--- src/rtl/acq_pkg.sv ---
package acq_pkg;
  typedef enum logic [1:0] {
    ST_WRITE = 2'd0,
    ST_CONV  = 2'd1,
    ST_READ  = 2'd2
  } acq_state_e;
endpackage

--- src/rtl/acq_trig_edge.sv ---
module acq_trig_edge (
  input  logic clk,
  input  logic rst,
  input  logic trig_i,
  output logic evt_o
);
  logic trig_q;

  always_ff @(posedge clk) begin
    if (rst) trig_q <= 1'b0;
    else     trig_q <= trig_i;
  end

  assign evt_o = trig_i & ~trig_q;
endmodule

--- src/rtl/acq_drop_ctr.sv ---
module acq_drop_ctr #(
  parameter int CNT_W = 8
) (
  input  logic             clk,
  input  logic             rst,
  input  logic             inc_i,
  output logic [CNT_W-1:0] cnt_o
);
  localparam logic [CNT_W-1:0] CNT_MAX = '1;

  logic [CNT_W-1:0] cnt_q;

  always_ff @(posedge clk) begin
    if (rst)                           cnt_q <= '0;
    else if (inc_i && cnt_q != CNT_MAX) cnt_q <= cnt_q + 1'b1;
  end

  assign cnt_o = cnt_q;
endmodule

--- src/rtl/acq_fsm.sv ---
module acq_fsm
  import acq_pkg::*;
(
  input  logic clk,
  input  logic rst,
  input  logic trig_evt_i,
  input  logic conv_done_i,
  input  logic read_done_i,
  output logic wr_o,
  output logic conv_start_o,
  output logic read_start_o,
  output logic busy_o,
  output logic drop_o
);
  acq_state_e state_q, state_d;
  logic accept, finish;
  logic wr_q, cs_q, rs_q, busy_q;

  assign accept = (state_q == ST_WRITE) && trig_evt_i;
  assign finish = (state_q == ST_CONV) && conv_done_i;
  assign drop_o = trig_evt_i && (state_q != ST_WRITE);

  always_comb begin
    state_d = state_q;
    unique case (state_q)
      ST_WRITE: if (trig_evt_i)  state_d = ST_CONV;
      ST_CONV:  if (conv_done_i) state_d = ST_READ;
      ST_READ:  if (read_done_i) state_d = ST_WRITE;
      default:                   state_d = ST_WRITE;
    endcase
  end

  always_ff @(posedge clk) begin
    if (rst) begin
      state_q <= ST_WRITE;
      wr_q    <= 1'b1;
      cs_q    <= 1'b0;
      rs_q    <= 1'b0;
      busy_q  <= 1'b0;
    end else begin
      state_q <= state_d;
      wr_q    <= (state_d != ST_CONV);
      cs_q    <= accept;
      rs_q    <= finish;
      busy_q  <= (state_d == ST_CONV);
    end
  end

  assign wr_o         = wr_q;
  assign conv_start_o = cs_q;
  assign read_start_o = rs_q;
  assign busy_o       = busy_q;
endmodule

--- src/rtl/acq_sequencer.sv ---
module acq_sequencer #(
  parameter  int DATA_CH = 4,
  parameter  int REF_CH  = 1,
  parameter  int CNT_W   = 8,
  localparam int NUM_CH  = DATA_CH + REF_CH
) (
  input  logic              clk,
  input  logic              rst,
  input  logic              trig_i,
  input  logic              conv_done_i,
  input  logic              read_done_i,
  output logic [NUM_CH-1:0] wr_en_o,
  output logic              conv_start_o,
  output logic              read_start_o,
  output logic              busy_o,
  output logic [CNT_W-1:0]  drop_cnt_o
);
  logic trig_evt, wr_common, drop;

  acq_trig_edge u_edge (
    .clk   (clk),
    .rst   (rst),
    .trig_i(trig_i),
    .evt_o (trig_evt)
  );

  acq_fsm u_fsm (
    .clk         (clk),
    .rst         (rst),
    .trig_evt_i  (trig_evt),
    .conv_done_i (conv_done_i),
    .read_done_i (read_done_i),
    .wr_o        (wr_common),
    .conv_start_o(conv_start_o),
    .read_start_o(read_start_o),
    .busy_o      (busy_o),
    .drop_o      (drop)
  );

  acq_drop_ctr #(.CNT_W(CNT_W)) u_ctr (
    .clk  (clk),
    .rst  (rst),
    .inc_i(drop),
    .cnt_o(drop_cnt_o)
  );

  for (genvar g = 0; g < NUM_CH; g++) begin : g_wr
    assign wr_en_o[g] = wr_common;
  end
endmodule

--- config.mk ---
export PLATFORM = sky130hd
export DESIGN_NAME = acq_sequencer
export DESIGN_NICKNAME = d
export VERILOG_FILES = /design/src/rtl/acq_pkg.sv /design/src/rtl/acq_trig_edge.sv /design/src/rtl/acq_drop_ctr.sv /design/src/rtl/acq_fsm.sv /design/src/rtl/acq_sequencer.sv
export SDC_FILE = /design/constraint.sdc
export NUM_CORES = 1
export LEC_CHECK = 0
export ABC_AREA = 1
export BUFFER_PORTS_ARGS = -buffer_cell sky130_fd_sc_hd__buf_2
export CAP_MARGIN = 25
export CORE_AREA = 2 2 44 46
export CTS_BUF_LIST = sky130_fd_sc_hd__clkbuf_16
export DETAILED_ROUTE_END_ITERATION = 8
export DIE_AREA = 0 0 46 48
export HOLD_SLACK_MARGIN = 0.1
export PLACE_DENSITY = 0.7
export SYNTH_ARGS = -nofsm -noshare
export SYNTH_HDL_FRONTEND = slang
export SYNTH_SLANG_ARGS = --single-unit
--- constraint.sdc ---
create_clock -name clk -period 1.24 [get_ports clk]
set_input_delay 0.124 -clock clk [delete_from_list [all_inputs] [get_ports clk]]
set_output_delay 0.124 -clock clk [all_outputs]
set_load 0.05 [all_outputs]
==> summary by stage <==
Clock tree
The deepest clock path buffer count is 2. The clock tree root buffer cell is clkbuf_16. The clock insertion delay at the later pin of the skew report is 0.24 ns. The TritonCTS clock tree is built. The clock sink total is 15. The number of setup buffers added after CTS is 0.

The count of hold-fix buffers inserted at cts is 0. In this run the number of H-tree levels came out at 1. TritonCTS created 3 clock buffers.

Post-CTS repair changed the size of 0 cells. The clock-pin slew on the worst setup and hold paths is 0.05 ns.

Detailed routing
The wire length the detailed router placed on met1 is 684 um. The average vias per placed instance is 4.66. The via total after detailed routing is 648.

Signal routing reaches up to met4. The total length of routed met2 wires is 614 um. In the detailed route, the total length drawn on met3 is 48 um. The routed wire length per instance is 9.97 um. The remaining antenna violation count is 0. The final wirelength is 1.39 mm. For this block, the initial DRC count from the detailed router was 9.

In the routed design, unresolved DRC markers number 0. The first-pass iteration count of the detailed router is 4.

Hold path
In this run the worst hold path is classified as in -> reg. The startpoint of the most critical hold path is trig_i. The path with the worst hold slack has its endpoint at u_edge.trig_q. The worst hold path passes through 3 cells.

Global routing
The via count of the first global-routing pass is 558. The wire length of the first global-routing pass is 2.30 mm. The total overflow left after global routing is 0. The pin count of the biggest net entering global routing is 11. The initial antenna violation count came to 0. The total routing usage reported by global routing is 15.0%.

Logic synthesis
A synthesized cell averages 7.10 sq um. Synthesis produced a netlist with a net count of 110. The post-synthesis cell type with the largest combined area is dfxtp_1. The post-synthesis instance area is 738 sq um.

The share of the synthesized area in the top cell type is 40.7%. The distinct cell type count after synthesis is 20. The fraction of the yosys area taken by sequential cells is 40.7%. The total of warnings raised by yosys is 0. In the post-synthesis netlist, the biggest area contributors are dfxtp_1 41%, nor2_1 11%, nand2_1 10%. The count of state elements after synthesis is 15. The count of mapped cells out of synthesis is 104.

Die
In this run the count of I/O pins placed on the die edge is 21. The starting utilization of the core area is 43.7%. The region available for standard cell placement spans 1690 sq um. The die height is 48 um. The horizontal die dimension is 46 um. The floorplan has 15 rows.

The die footprint is 2210 sq um.

Critical path
The kind of critical path is reg -> reg. The dominant delay contributor by cell family on the critical path is flip-flops. The worst register-to-register path begins at u_ctr.cnt_o[0]. The largest single stage delay on the critical path is 0.37 ns. The kind of end point of the critical path is a flip-flop.

The number of cells on the worst reg-to-reg path is 8. Traced cell by cell, the critical path runs through ha_4, nand3_2, inv_2, nand2_4, nand2_4, inv_2, nor2_1, nor2_1. The slowest stage of the critical path is the dfxtp_4 cell. Along the worst path, the maximum fanout reaches 6.

The combined buffer and inverter count along the critical path is 2. The worst reg2reg path endpoint is u_ctr.cnt_o[1]. The worst-case register-to-register setup slack is 0.10 ns. The worst setup path is launched from a flip-flop. The required time of the critical path is 1.37 ns. The data arrival time at the worst-slack endpoint is 1.27 ns.

Power
The peak supply drop is 0.00108 V. The power after layout is 1310 uW. The leakage power summed over all cells is 0.000443 uW. The cell area power density is 1410 nW/um^2.

Layout
The final cell utilization of the core is 55.2%. The final cell area excluding filler cells is 932 sq um. The top cell types in the final layout, fill and taps aside, are 21 x nor2_1, 20 x nand2_1, 20 x buf_2, 9 x inv_1, 7 x dfxtp_1.

In the final design database the tool counted 129 nets. The share of final-layout standard cells stronger than drive strength 1 is 39.3%. The library cell used most frequently in the layout, excluding fill and tap cells, is nor2_1. The growth of design area from synthesis to finish is 26.3%. The number of antenna diodes in the final layout is 0.

Timing
The worst clock skew is 0.00405 ns. Final hold analysis gives a worst-case slack of 0.113 ns. The final setup violation count is 0. The final cycle utilization of the critical path is 91.6%. Setup repair after global routing left no endpoint under its margin.

The smallest clock period supported by the final layout is computed as 1.14 ns. At the pin with the least slew margin, the transition time is 0.236 ns. Summed over all failing endpoints, the final setup total negative slack is 0 ns. The number of max-slew violations in the final report is 0.

The worst pin sits at a relative slew slack of 84.2%. Derived from the worst setup path, the maximum achievable clock frequency is 880 MHz. The total count of hold-check failures in the final report is 0.

Placed design
Port buffering added 20 buffers. At the end of routability-driven placement, the weighted congestion stood at 0.909. The post-detailed-placement cell area is 846 sq um.

The wire-length estimate of the detail-placed layout is 1.03 mm.

Status
The flow ran to the end, and the final reports show no timing, DRC or antenna violations.

Flow run
The number of max-cap violations is 0.
[worst register-to-register path: cells and delay by family, from the launching register on]
| family | cells | cell delay [ns] |
|---|---|---|
| adder cells (fa/ha/maj) | 1 | 0.15 |
| flip-flops | 1 | 0.37 |
| buffers and inverters | 2 | 0.14 |
| AND/OR/NAND/NOR | 5 | 0.38 |
[layer usage]
layer  GRT usage, %  vias up
met4           10.3        0
met3           3.40        4
met5              0        -
met1           19.8      276
li1               -      356
met2           21.4       12
[kinds of logic after synthesis]
family,share of synthesized area [%]
AOI/OAI and AO/OA,5.59
adders and majority gates,1.69
and+or+nand+nor,39.3
DFF,40.7
buffers and inverters,12.7
[area by class of cell]
cell class,instances,area [sq um]
repair buffers,20,100
flip-flops and latches,15,315
inverters,14,52.6
well taps,17,21.3
clock buffers,3,75.1
clock inverters,1,6.26
fillers,160,757
multi-input cells,69,362
[Yosys cell counts]
library cell	instances
buf_4	5
a21oi_1	4
inv_1	9
nor2_4	3
nand2_1	20
o21ai_0	2
clkbuf_1	1
nor3_1	4
nand2_2	3
dfxtp_1	15
inv_2	4
a31oi_1	1
nand3_1	5
o21ai_1	1
nor2_1	21
nand3_2	1
nand2_4	2
clkinv_1	1
ha_1	1
nand4_1	1
[power by group]
part | internal [uW] | switching (uW) | total [uW]
Clock | 435 | 196 | 631
Sequential | 499 | 13.6 | 513
Combinational | 39.3 | 127 | 167
[worst max path at each step]
stage | startpoint | cells after the start | end | slack [ns]
after CTS | u_ctr.cnt_o[0] | 7 | u_ctr.cnt_o[7] | 0.06
after floorplan | u_ctr.cnt_o[0] | 8 | u_ctr.cnt_o[1] | 0.04
final | u_ctr.cnt_o[0] | 8 | u_ctr.cnt_o[1] | 0.10
after global routing | u_ctr.cnt_o[0] | 8 | u_ctr.cnt_o[1] | 0.03
after detailed placement | u_ctr.cnt_o[0] | 7 | u_ctr.cnt_o[7] | 0.07
after global placement | u_ctr.cnt_o[0] | 7 | u_ctr.cnt_o[2] | 0.09
[through the flow]
stage	instances	setup slack [ns]
finish	139	0.104
global route	139	0.0252
CTS	139	0.0608
detailed placement	135	0.0718
global placement	135	0.0904
floorplan	104	0.0421
[registers in the layout, indices dropped and copies added (netlist names)]
| signal | flops |
|---|---|
| u_ctr.cnt_o | 8 |
| u_fsm.read_start_o | 1 |
| u_fsm.state_q | 2 |
| u_edge.trig_q | 1 |
| u_fsm.busy_o | 1 |
| u_fsm.conv_start_o | 1 |
| u_fsm.wr_o | 1 |
(Power assumes the default switching activity.)
